### config.mk
export PLATFORM = sky130hd
export DESIGN_NAME = burst_addr_counter
export DESIGN_NICKNAME = d
export VERILOG_FILES = /design/src/rtl/burst_addr_pkg.sv /design/src/rtl/addr_src_decode.sv /design/src/rtl/addr_src_mux.sv /design/src/rtl/addr_hold_reg.sv /design/src/rtl/burst_addr_counter.sv
export SDC_FILE = /design/constraint.sdc
export NUM_CORES = 1
export LEC_CHECK = 0
export ABC_AREA = 1
export BUFFER_PORTS_ARGS = -buffer_cell sky130_fd_sc_hd__buf_2
export CAP_MARGIN = 10
export CORE_UTILIZATION = 47
export CTS_BUF_LIST = sky130_fd_sc_hd__clkbuf_2 sky130_fd_sc_hd__clkbuf_4 sky130_fd_sc_hd__clkbuf_8
export DETAILED_ROUTE_END_ITERATION = 8
export PLACE_DENSITY = 0.83
export SLEW_MARGIN = 20
export SYNTH_ARGS = -nofsm -noshare
export SYNTH_HDL_FRONTEND = slang
export SYNTH_SLANG_ARGS = --single-unit
export TNS_END_PERCENT = 5
### constraint.sdc
create_clock -name clk -period 1.3 [get_ports clk]
set_clock_uncertainty 0.15 [all_clocks]
set_input_delay 0.13 -clock clk [delete_from_list [all_inputs] [get_ports clk]]
set_output_delay 0.13 -clock clk [all_outputs]
set_load 0.01 [all_outputs]
### src/rtl/burst_addr_pkg.sv
package burst_addr_pkg;

  // Source of the address presented in the current cycle
  typedef enum logic [1:0] {
    SRC_ZERO = 2'd0,
    SRC_EXT  = 2'd1,
    SRC_INC  = 2'd2,
    SRC_HOLD = 2'd3
  } addr_src_e;

endpackage

### src/rtl/addr_src_decode.sv
module addr_src_decode
  import burst_addr_pkg::*;
(
  input  logic      cnt_rst_n,
  input  logic      strobe_n,
  input  logic      cnt_en_n,
  output addr_src_e src
);

  // Priority: zeroing, then load, then count, then hold
  always_comb begin
    if (!cnt_rst_n)     src = SRC_ZERO;
    else if (!strobe_n) src = SRC_EXT;
    else if (!cnt_en_n) src = SRC_INC;
    else                src = SRC_HOLD;
  end

endmodule

### src/rtl/addr_src_mux.sv
module addr_src_mux
  import burst_addr_pkg::*;
#(
  parameter int ADDR_W = 15
) (
  input  addr_src_e         src,
  input  logic [ADDR_W-1:0] ext_addr,
  input  logic [ADDR_W-1:0] held,
  output logic [ADDR_W-1:0] addr
);

  localparam logic [ADDR_W-1:0] ONE = ADDR_W'(1);

  logic [ADDR_W-1:0] bumped;

  // Natural modulo-2^ADDR_W increment wraps all-ones to zero
  assign bumped = held + ONE;

  always_comb begin
    unique case (src)
      SRC_ZERO: addr = '0;
      SRC_EXT:  addr = ext_addr;
      SRC_INC:  addr = bumped;
      default:  addr = held;
    endcase
  end

endmodule

### src/rtl/addr_hold_reg.sv
module addr_hold_reg #(
  parameter int ADDR_W = 15
) (
  input  logic              clk,
  input  logic              rst,
  input  logic [ADDR_W-1:0] d,
  output logic [ADDR_W-1:0] q
);

  always_ff @(posedge clk) begin
    if (rst) q <= '0;
    else     q <= d;
  end

  // power-up reset leaves the stored address at zero
  p_clear_on_reset_r7: assert property (@(posedge clk) rst |=> q == '0)
    else $error("stored address not cleared by reset");

endmodule

### src/rtl/burst_addr_counter.sv
module burst_addr_counter
  import burst_addr_pkg::*;
#(
  parameter int ADDR_W = 15
) (
  input  logic              clk,
  input  logic              rst,
  input  logic [ADDR_W-1:0] ext_addr,
  input  logic              strobe_n,
  input  logic              cnt_en_n,
  input  logic              cnt_rst_n,
  output logic [ADDR_W-1:0] cur_addr
);

  localparam logic [ADDR_W-1:0] TOP_ADDR = {ADDR_W{1'b1}};

  addr_src_e         src;
  logic [ADDR_W-1:0] held;

  addr_src_decode u_decode (
    .cnt_rst_n (cnt_rst_n),
    .strobe_n  (strobe_n),
    .cnt_en_n  (cnt_en_n),
    .src       (src)
  );

  addr_src_mux #(.ADDR_W(ADDR_W)) u_mux (
    .src      (src),
    .ext_addr (ext_addr),
    .held     (held),
    .addr     (cur_addr)
  );

  // The address used this cycle is the one remembered for the next
  addr_hold_reg #(.ADDR_W(ADDR_W)) u_hold (
    .clk (clk),
    .rst (rst),
    .d   (cur_addr),
    .q   (held)
  );

  // Set once the previous cycle lay outside reset, so $past refers to a live cycle
  logic live;
  always_ff @(posedge clk) begin
    if (rst) live <= 1'b0;
    else     live <= 1'b1;
  end

  // zeroing wins over everything
  p_zero_priority_r1: assert property (@(posedge clk) disable iff (rst)
    !cnt_rst_n |-> cur_addr == '0)
    else $error("zeroing cycle did not present address 0");

  // load passes the external address straight through
  p_load_r2: assert property (@(posedge clk) disable iff (rst)
    (cnt_rst_n && !strobe_n) |-> cur_addr == ext_addr)
    else $error("load cycle did not present external address");

  // count step is previous address plus one
  p_step_r3: assert property (@(posedge clk) disable iff (rst)
    (live && cnt_rst_n && strobe_n && !cnt_en_n) |->
      cur_addr == ADDR_W'($past(cur_addr) + ADDR_W'(1)))
    else $error("count cycle did not advance by one");

  // hold repeats the previous address
  p_hold_r4: assert property (@(posedge clk) disable iff (rst)
    (live && cnt_rst_n && strobe_n && cnt_en_n) |-> cur_addr == $past(cur_addr))
    else $error("hold cycle changed the address");

  // stepping from all-ones wraps to zero
  p_wrap_r6: assert property (@(posedge clk) disable iff (rst)
    (live && cnt_rst_n && strobe_n && !cnt_en_n && $past(cur_addr) == TOP_ADDR)
      |-> cur_addr == '0)
    else $error("count did not wrap to zero");

  // a step right after zeroing yields one
  p_step_after_zero_r8: assert property (@(posedge clk) disable iff (rst)
    (live && $past(!cnt_rst_n) && cnt_rst_n && strobe_n && !cnt_en_n)
      |-> cur_addr == ADDR_W'(1))
    else $error("step after zeroing did not give 1");

endmodule

==> results.ini, run 1 <==
[cts]
h-tree-depth = 1
clkTransAtPathRegs_ns = 0.09
clock_sinks = 15
clk-insertion-delay-late_ns = 0.29
cts-root-buf = clkbuf_4
clockBufferDepth = 2
tritoncts = built
numCtsBuffers = 3

[power]
p_total_mw = 1.05
peakVddDrop_v = 0.000520
power.leakage_nw = 0.839
powerDensity_nw_per_um2 = 638

[setup_path]
slowest_stage = dfxtp_4
cp_common_cell = nand2_1
startpoint_type = flop
reg2regPathDepth = 12
crit_chain = ha_4, nand3_4, nor2_4, nand3_2, nand2_1, nand3_1, nand2_1, nand2_2, inv_2, buf_6
required_ns = 1.02
path_buf_inv = 2
ff2ff_setup_slack_ns = -0.46
worst_path_dominant_cell_family = simple AND/OR/NAND/NOR gates
critical_path.max_stage_delay_ns = 0.40
worstSetupPathType = reg2out
r2r-end = u_hold.q[14]$_SDFF_PP0_
r2r_start = u_hold.q[1]$_SDFF_PP0_
arrival_ns = 1.60
path_max_fanout = 5
setup.worst_path.end_class = output pin

[floorplanning]
die_h_microns = 50.2
io_pins = 35
start_util_pct = 49.9
core_area_sq_um = 2190
rows = 17
dieArea_sq_um = 2520
die_width_microns = 50.2

[global_routing]
grt_pass1_wl_microns = 5750
antenna_found_initial = 0
grt_overflow = 0
grt_pass1_vias = 1392
grt_max_degree = 13
grt_usage_pct = 29.7

[placement]
dp_slack_ns = -0.241
gp_congestion = 0.921
postPlaceCellArea_sq_um = 1490
port_buffers = 34
placed_cells = 252
hpwl_microns = 2380

[outcome]
run_status = complete, but fails checks
violations = negative hold slack, negative setup slack

[synth]
yosysUniqueCellTypes = 23
syn-num-nets = 196
synth_edf_count = 0
dominantRegCellSynth = dfxtp_1
yosys_warnings = 0
yosysSeqAreaShare_pct = 27.5
mappedNetlistArea_sq_um = 1090
synth-seq-cells = 15
async_flop_share_pct = 0
synth.avg_cell_area_sq_um = 6.28
syn-instance-count = 174

[worst_hold_path]
hold_depth = 3
min_from = ext_addr[5]
hold_class = in2reg
min_to = u_hold.q[5]$_SDFF_PP0_

[finish]
fin_nets = 255
layout_commonest_cell = nand2_1
fin_area_sq_um = 1640
layout_common_cells = nand2_1, buf_2, nand3_1
largest_register_ff_count = 15
fin_cells = 260
diodes = 0
reg_top3 = u_hold.q x15
area_growth_syn_to_layout_pct = 50.4
fin_util_pct = 75.0
drive_gt1_share_pct = 43.1
fillCellCount = 161
largest_register = u_hold.q

[sta]
rsz0062_at_grt = true
hold_ws_ns = -0.0234
fin_crit_sh_pct = 145
hold_violations = 8
worstMarginPinSlew_ns = 0.312
max_freq_mhz = 531
min_period_ns = 1.88
slew_headroom_pct = 79.2
setup_violations = 25
fin_tns_setup_ns = -7.92
finalMaxSlewViolations = 0
setup_slack_ns = -0.585

[route]
drt_iter0_markers = 58
viasPerCell = 5.47
via_count = 1423
drc = 0
firstDrtPassIters = 6
drt-wirelength-per-cell_microns = 13.3
routed_wl_microns = 3470
antenna_left = 0

[flow_run]
maxCapViolations = 0

logic make-up after synthesis:
| logic type | after synthesis | synth area share [%] |
|---|---|---|
| AO/OA/AOI/OAI | 19 | 11.1 |
| flip-flops | 15 | 27.5 |
| buffers and inverters | 23 | 8.93 |
| adder cells (fa/ha/maj) | 2 | 2.29 |
| AND/OR/NAND/NOR | 115 | 50.2 |
tightest hold or removal path, stage by stage:
cell     delay [ns]
buf_2          0.09
nand2_1        0.08
a31oi_1        0.08
routing by layer:
layer	track usage [%]	wire length, microns
met1	34.8	1440
met5	0	0
met2	52.9	1730
met3	3.33	197
met4	14.3	100
cell usage after synthesis (all sizes together), types with 2 or more instances:
| cell type | instances | area (sq um) |
|---|---|---|
| inv | 19 | 71.3 |
| or2 | 3 | 18.8 |
| and2 | 2 | 12.5 |
| buf | 3 | 22.5 |
| nand2 | 59 | 224 |
| a21o | 2 | 15.0 |
| a31oi | 8 | 50.1 |
| nand4 | 5 | 31.3 |
| nand3 | 30 | 160 |
| o21ai | 4 | 20.0 |
| ha | 2 | 25.0 |
| nor2 | 15 | 93.8 |
| a22oi | 2 | 15.0 |
| dfxtp | 15 | 300 |
where the power goes:
part / total, mW / leakage [nW] / switching [mW] / internal, mW
clock: 0.302 / 0.0184 / 0.162 / 0.140
combinational: 0.249 / 0.693 / 0.126 / 0.123
sequential: 0.497 / 0.127 / 0.0236 / 0.473
total: 1.05 / 0.839 / 0.311 / 0.737
layout make-up:
cell class                      instances  area, sq um  area share (%)
Multi-Input combinational cell        136          803            48.9
Timing Repair Buffer                   58          383            23.3
Sequential cell                        15          320            19.5
Inverter                               19         71.3            4.34
Tap cell                               28         35.0            2.13
Clock buffer                            4         30.0            1.83
worst max path at each step:
stage	from	end	slack [ns]	cells after the start
global placement	u_hold.q[1]$_SDFF_PP0_	cur_addr[14]	-0.20	10
global route	u_hold.q[7]$_SDFF_PP0_	cur_addr[13]	-0.66	9
CTS	u_hold.q[1]$_SDFF_PP0_	cur_addr[14]	-0.52	10
finish	u_hold.q[1]$_SDFF_PP0_	cur_addr[14]	-0.58	10
floorplan	u_hold.q[1]$_SDFF_PP0_	u_hold.q[12]$_SDFF_PP0_	-0.08	7
detailed placement	u_hold.q[1]$_SDFF_PP0_	cur_addr[14]	-0.24	10
what timing repair did:
action	4_1_cts	5_1_grt
resized for setup	17	10
pin swaps	5	3
endpoints found under the hold margin	9	1
buffers inserted	3	1
setup endpoints to repair	28	28
No activity file was read; power rests on OpenSTA's default activity.
==> run 2, diff against run 1 <==
- CELL_PAD_IN_SITES_DETAIL_PLACEMENT: default -> 1
- CELL_PAD_IN_SITES_GLOBAL_PLACEMENT: default -> 2
- CORE_UTILIZATION: 47 -> 24
==> results.ini, run 2 (synthesized netlist as in run 1, its figures left out) <==
[power]
power.leakage_nw = 0.845
powerDensity_nw_per_um2 = 659
peakVddDrop_v = 0.000362

[route]
via_count = 1343
viasPerCell = 4.62
routed_wl_microns = 3530
antenna_left = 0
drt_iter0_markers = 46
drc = 0
firstDrtPassIters = 4
drt-wirelength-per-cell_microns = 12.1

[setup_path]
required_ns = 1.02
ff2ff_setup_slack_ns = -0.13
reg2regPathDepth = 7
startpoint_type = flop
critical_path.max_stage_delay_ns = 0.37
critPathCapture = cur_addr[2]
critPathLaunch = u_hold.q[0]$_SDFF_PP0_
worstSetupPathType = reg2out
path_max_fanout = 4
r2r_start = u_hold.q[0]$_SDFF_PP0_
arrival_ns = 1.48
r2r-end = u_hold.q[12]$_SDFF_PP0_
setup.worst_path.end_class = output pin
slowest_stage = dfxtp_4
crit_chain = ha_4, or2_2, a32oi_1, nand2_1, buf_2

[sta]
setup_slack_ns = -0.456
hold_violations = 0
worstMarginPinSlew_ns = 0.296
rsz0062_at_grt = true
fin_crit_sh_pct = 135
slew_headroom_pct = 80.2
finalMaxSlewViolations = 0
min_period_ns = 1.76
max_freq_mhz = 569
hold_ws_ns = 0.00542
fin_tns_setup_ns = -6.16
setup_violations = 23

[global_routing]
grt_max_degree = 11
grt_overflow = 0
antenna_found_initial = 0
grt_usage_pct = 15.9
grt_pass1_vias = 1419
grt_pass1_wl_microns = 6310

[finish]
fin_nets = 262
fillCellCount = 580
diodes = 0
largest_register = u_hold.q
reg_top3 = u_hold.q x15
area_growth_syn_to_layout_pct = 56.8
largest_register_ff_count = 15
layout_commonest_cell = nand2_1
fin_cells = 291
layout_common_cells = nand2_1, buf_2, buf_4
fin_util_pct = 39.3
fin_area_sq_um = 1710
drive_gt1_share_pct = 43.1

[floorplanning]
start_util_pct = 25.1
rows = 24
die_h_microns = 69.5
core_area_sq_um = 4350
io_pins = 35
dieArea_sq_um = 4820
die_width_microns = 69.5

[placement]
gp_congestion = 0.771
placed_cells = 286
port_buffers = 34
hpwl_microns = 2840
postPlaceCellArea_sq_um = 1580

[cts]
clkTransAtPathRegs_ns = 0.07
h-tree-depth = 1
cts-root-buf = clkbuf_8
numCtsBuffers = 3
tritoncts = built
clk-insertion-delay-late_ns = 0.25
clockBufferDepth = 2
clock_sinks = 15
cts_setup_buffers = 0

[worst_hold_path]
hold_class = in2reg

[outcome]
run_status = complete, but fails checks
violations = negative setup slack

[flow_run]
maxCapViolations = 0

-- run 2: changes by cell type in the layout (fill, tap and decap cells not counted), moves of 2 or more --
cell	delta
clkbuf_8	+3
dfxtp_1	+2
clkbuf_4	-4
buf_4	+8
nand2_4	-2
dfxtp_2	-2
nand2_2	+2
-- run 2: cell type report --
type	count	area, sq um	share of cell area (%)
clock buffer	3	41.3	2.41
clock inverter	1	5.00	0.292
inverter	19	71.3	4.16
multi-input combinational	136	791	46.2
sequential	15	318	18.6
tap	52	65.1	3.80
timing repair buffer	65	422	24.6
-- run 2: repair_timing --
action | CTS | global route
endpoints found under the setup margin | 27 | 29
cloned | 0 | 0
pin swaps | 9 | 2
gates resized for setup | 13 | 8
hold buffers | 1 | 0
endpoints found under the hold margin | 4 | 0
-- run 2: worst min path at each step --
stage                     start                      end  cells past startpoint
floorplan                   rst   u_hold.q[3]$_SDFF_PP0_                      1
global placement            rst  u_hold.q[13]$_SDFF_PP0_                      2
detailed placement          rst   u_hold.q[2]$_SDFF_PP0_                      2
CTS                 ext_addr[5]   u_hold.q[5]$_SDFF_PP0_                      3
global route        ext_addr[5]   u_hold.q[5]$_SDFF_PP0_                      3
finish              ext_addr[5]   u_hold.q[5]$_SDFF_PP0_                      3
-- run 2: worst max-delay path, delay by kind of cell, from the launching register on --
| kind | cells | cell delay [ns] |
|---|---|---|
| DFF | 1 | 0.37 |
| and+or+nand+nor | 2 | 0.33 |
| AOI/OAI and AO/OA | 1 | 0.22 |
| adders and majority gates | 1 | 0.16 |
| buffers and inverters | 1 | 0.13 |
-- run 2: per-stage QoR --
stage / total power [mW] / setup WS, ns
6_report: 1.13 / -0.456
3_3_place_gp: 0.734 / -0.234
4_1_cts: 1.15 / -0.490
2_1_floorplan: 0.611 / -0.0752
5_1_grt: 1.21 / -0.634
3_5_place_dp: 0.738 / -0.265
-- run 2: power by group --
| group | leakage [nW] | internal [mW] | switching (mW) |
|---|---|---|---|
| combinational | 0.694 | 0.122 | 0.120 |
| clock | 0.0255 | 0.213 | 0.181 |
| sequential | 0.126 | 0.473 | 0.0205 |
-- run 2: layer usage --
metal | up-vias | part of all wire, % | track usage (%)
li1 | 708 | - | -
met1 | 605 | 49 | 20.7
met2 | 26 | 46 | 26.6
met3 | 4 | 3.1 | 3.20
met4 | 0 | 1.6 | 4.31
met5 | - | 0 | 0
==> run 3, diff against run 2 <==
- BUFFER_PORTS_ARGS: -buffer_cell sky130_fd_sc_hd__buf_2 -> default
- CORE_UTILIZATION: 24 -> 30
- DONT_BUFFER_PORTS: default -> 1
- PLACE_DENSITY: 0.83 -> 0.82
==> results.ini, run 3 (synthesized netlist as in run 1, its figures left out) <==
[sta]
min_period_ns = 1.75
setup_slack_ns = -0.450
hold_violations = 1
worstMarginPinSlew_ns = 0.529
fin_tns_setup_ns = -6.26
finalMaxSlewViolations = 0
hold_ws_ns = -0.0348
setup_violations = 27
slew_headroom_pct = 64.8
max_freq_mhz = 571
rsz0062_at_grt = true
fin_crit_sh_pct = 135

[cts]
clockBufferDepth = 2
clkTransAtPathRegs_ns = 0.09
clk-insertion-delay-late_ns = 0.29
cts-root-buf = clkbuf_4
h-tree-depth = 1
tritoncts = built
numCtsBuffers = 3
clock_sinks = 15
cts_setup_buffers = 0
holdBufCountCts = 13

[worst_hold_path]
hold_depth = 4
hold_class = in2reg
min_to = u_hold.q[0]$_SDFF_PP0_
min_from = cnt_en_n

[setup_path]
required_ns = 1.02
worstSetupPathType = reg2out
path_max_fanout = 6
arrival_ns = 1.47
r2r_start = u_hold.q[0]$_SDFF_PP0_
r2r-end = u_hold.q[12]$_SDFF_PP0_
setup.worst_path.end_class = output pin
reg2regPathDepth = 8
ff2ff_setup_slack_ns = -0.16
startpoint_type = flop

[finish]
layout_commonest_cell = nand2_1
largest_register_ff_count = 15
layout_common_cells = nand2_1, buf_4, inv_1
diodes = 0
reg_top3 = u_hold.q x15
drive_gt1_share_pct = 33.7
fin_nets = 231
fin_util_pct = 47.2
area_growth_syn_to_layout_pct = 47.7
fillCellCount = 452
largest_register = u_hold.q

[power]
p_total_mw = 1.00
power.leakage_nw = 0.762
powerDensity_nw_per_um2 = 621
peakVddDrop_v = 0.000285

[global_routing]
grt_max_degree = 15
use_met3_pct = 5.70
grt_overflow = 0
grt_busiest_layer = met2
antenna_found_initial = 0
grt_pass1_wl_microns = 6110
met1_usage_pct = 21.3
grt_pass1_vias = 1400
grt_use_met2_pct = 37.2
grt_usage_pct = 19.7

[placement]
hpwl_microns = 2670
gp_congestion = 0.846
port_buffers = 0

[route]
firstDrtPassIters = 3
viasPerCell = 5.06
antenna_left = 0
drc = 0
routed_wl_microns = 3640
drt-wirelength-per-cell_microns = 14.3
via_count = 1285
drt_iter0_markers = 24

[floorplanning]
core_area_sq_um = 3420
rows = 21
die_h_microns = 62.3
die_width_microns = 62.3
io_pins = 35
start_util_pct = 32.0
dieArea_sq_um = 3890

[outcome]
run_status = complete, but fails checks
violations = negative hold slack, negative setup slack

[flow_run]
maxCapViolations = 0

run 3: cell types whose count changed in the layout (fill, tap and decap cells not counted), sizes merged:
cell and change:
clkinv -1, clkbuf +1, dlygate4sd3 +11, buf -43, dlymetal6s4s +1
run 3: worst max-delay path by stage:
stage                                start                      end  slack, ns  depth (start not counted)
floorplan           u_hold.q[1]$_SDFF_PP0_  u_hold.q[12]$_SDFF_PP0_      -0.08                          7
global placement    u_hold.q[1]$_SDFF_PP0_             cur_addr[14]      -0.17                          9
detailed placement  u_hold.q[1]$_SDFF_PP0_             cur_addr[14]      -0.20                          9
CTS                 u_hold.q[0]$_SDFF_PP0_             cur_addr[14]      -0.47                          9
global route        u_hold.q[0]$_SDFF_PP0_             cur_addr[13]      -0.57                          8
finish              u_hold.q[0]$_SDFF_PP0_             cur_addr[14]      -0.45                          9
run 3: cell type report:
cell class              count  area [sq um]  area share, %
inverters                  19          71.3           4.42
multi-input cells         136           836           51.8
flip-flops and latches     15           324           20.1
clock buffers               4          30.0           1.86
repair buffers             34           294           18.2
well taps                  46          57.6           3.57
run 3: critical path, cell delays in order, from the launching register on:
cell,delay (ns)
dfxtp_4,0.40
ha_4,0.15
nand3_4,0.08
nor2_4,0.15
nand3_2,0.08
nand2_1,0.06
nand3_1,0.06
nand2_1,0.08
nand2_2,0.06
inv_2,0.07
run 3: per-stage QoR:
stage	worst slack, ns	instance area (sq um)	std cells
floorplan	-0.0752	1150	174
global placement	-0.168	1340	237
detailed placement	-0.202	1340	237
CTS	-0.473	1580	254
global route	-0.566	1610	254
finish	-0.450	1610	254
run 3: timing repair:
item / 4_1_cts / 5_1_grt
resized for setup: 27 / 7
setup endpoints to repair: 28 / 30
endpoints found under the hold margin: 15 / 1
pin swaps: 7 / 4
run 3: metal layers:
layer | up-vias | wire [microns]
li1 | 643 | -
met1 | 610 | 1550
met2 | 28 | 1890
met3 | 4 | 168
met4 | 0 | 26
met5 | - | 0
run 3: where the power goes:
group | switching, mW | total [mW] | internal (mW)
sequential | 0.0225 | 0.496 | 0.474
combinational | 0.112 | 0.203 | 0.0912
clock | 0.161 | 0.302 | 0.140
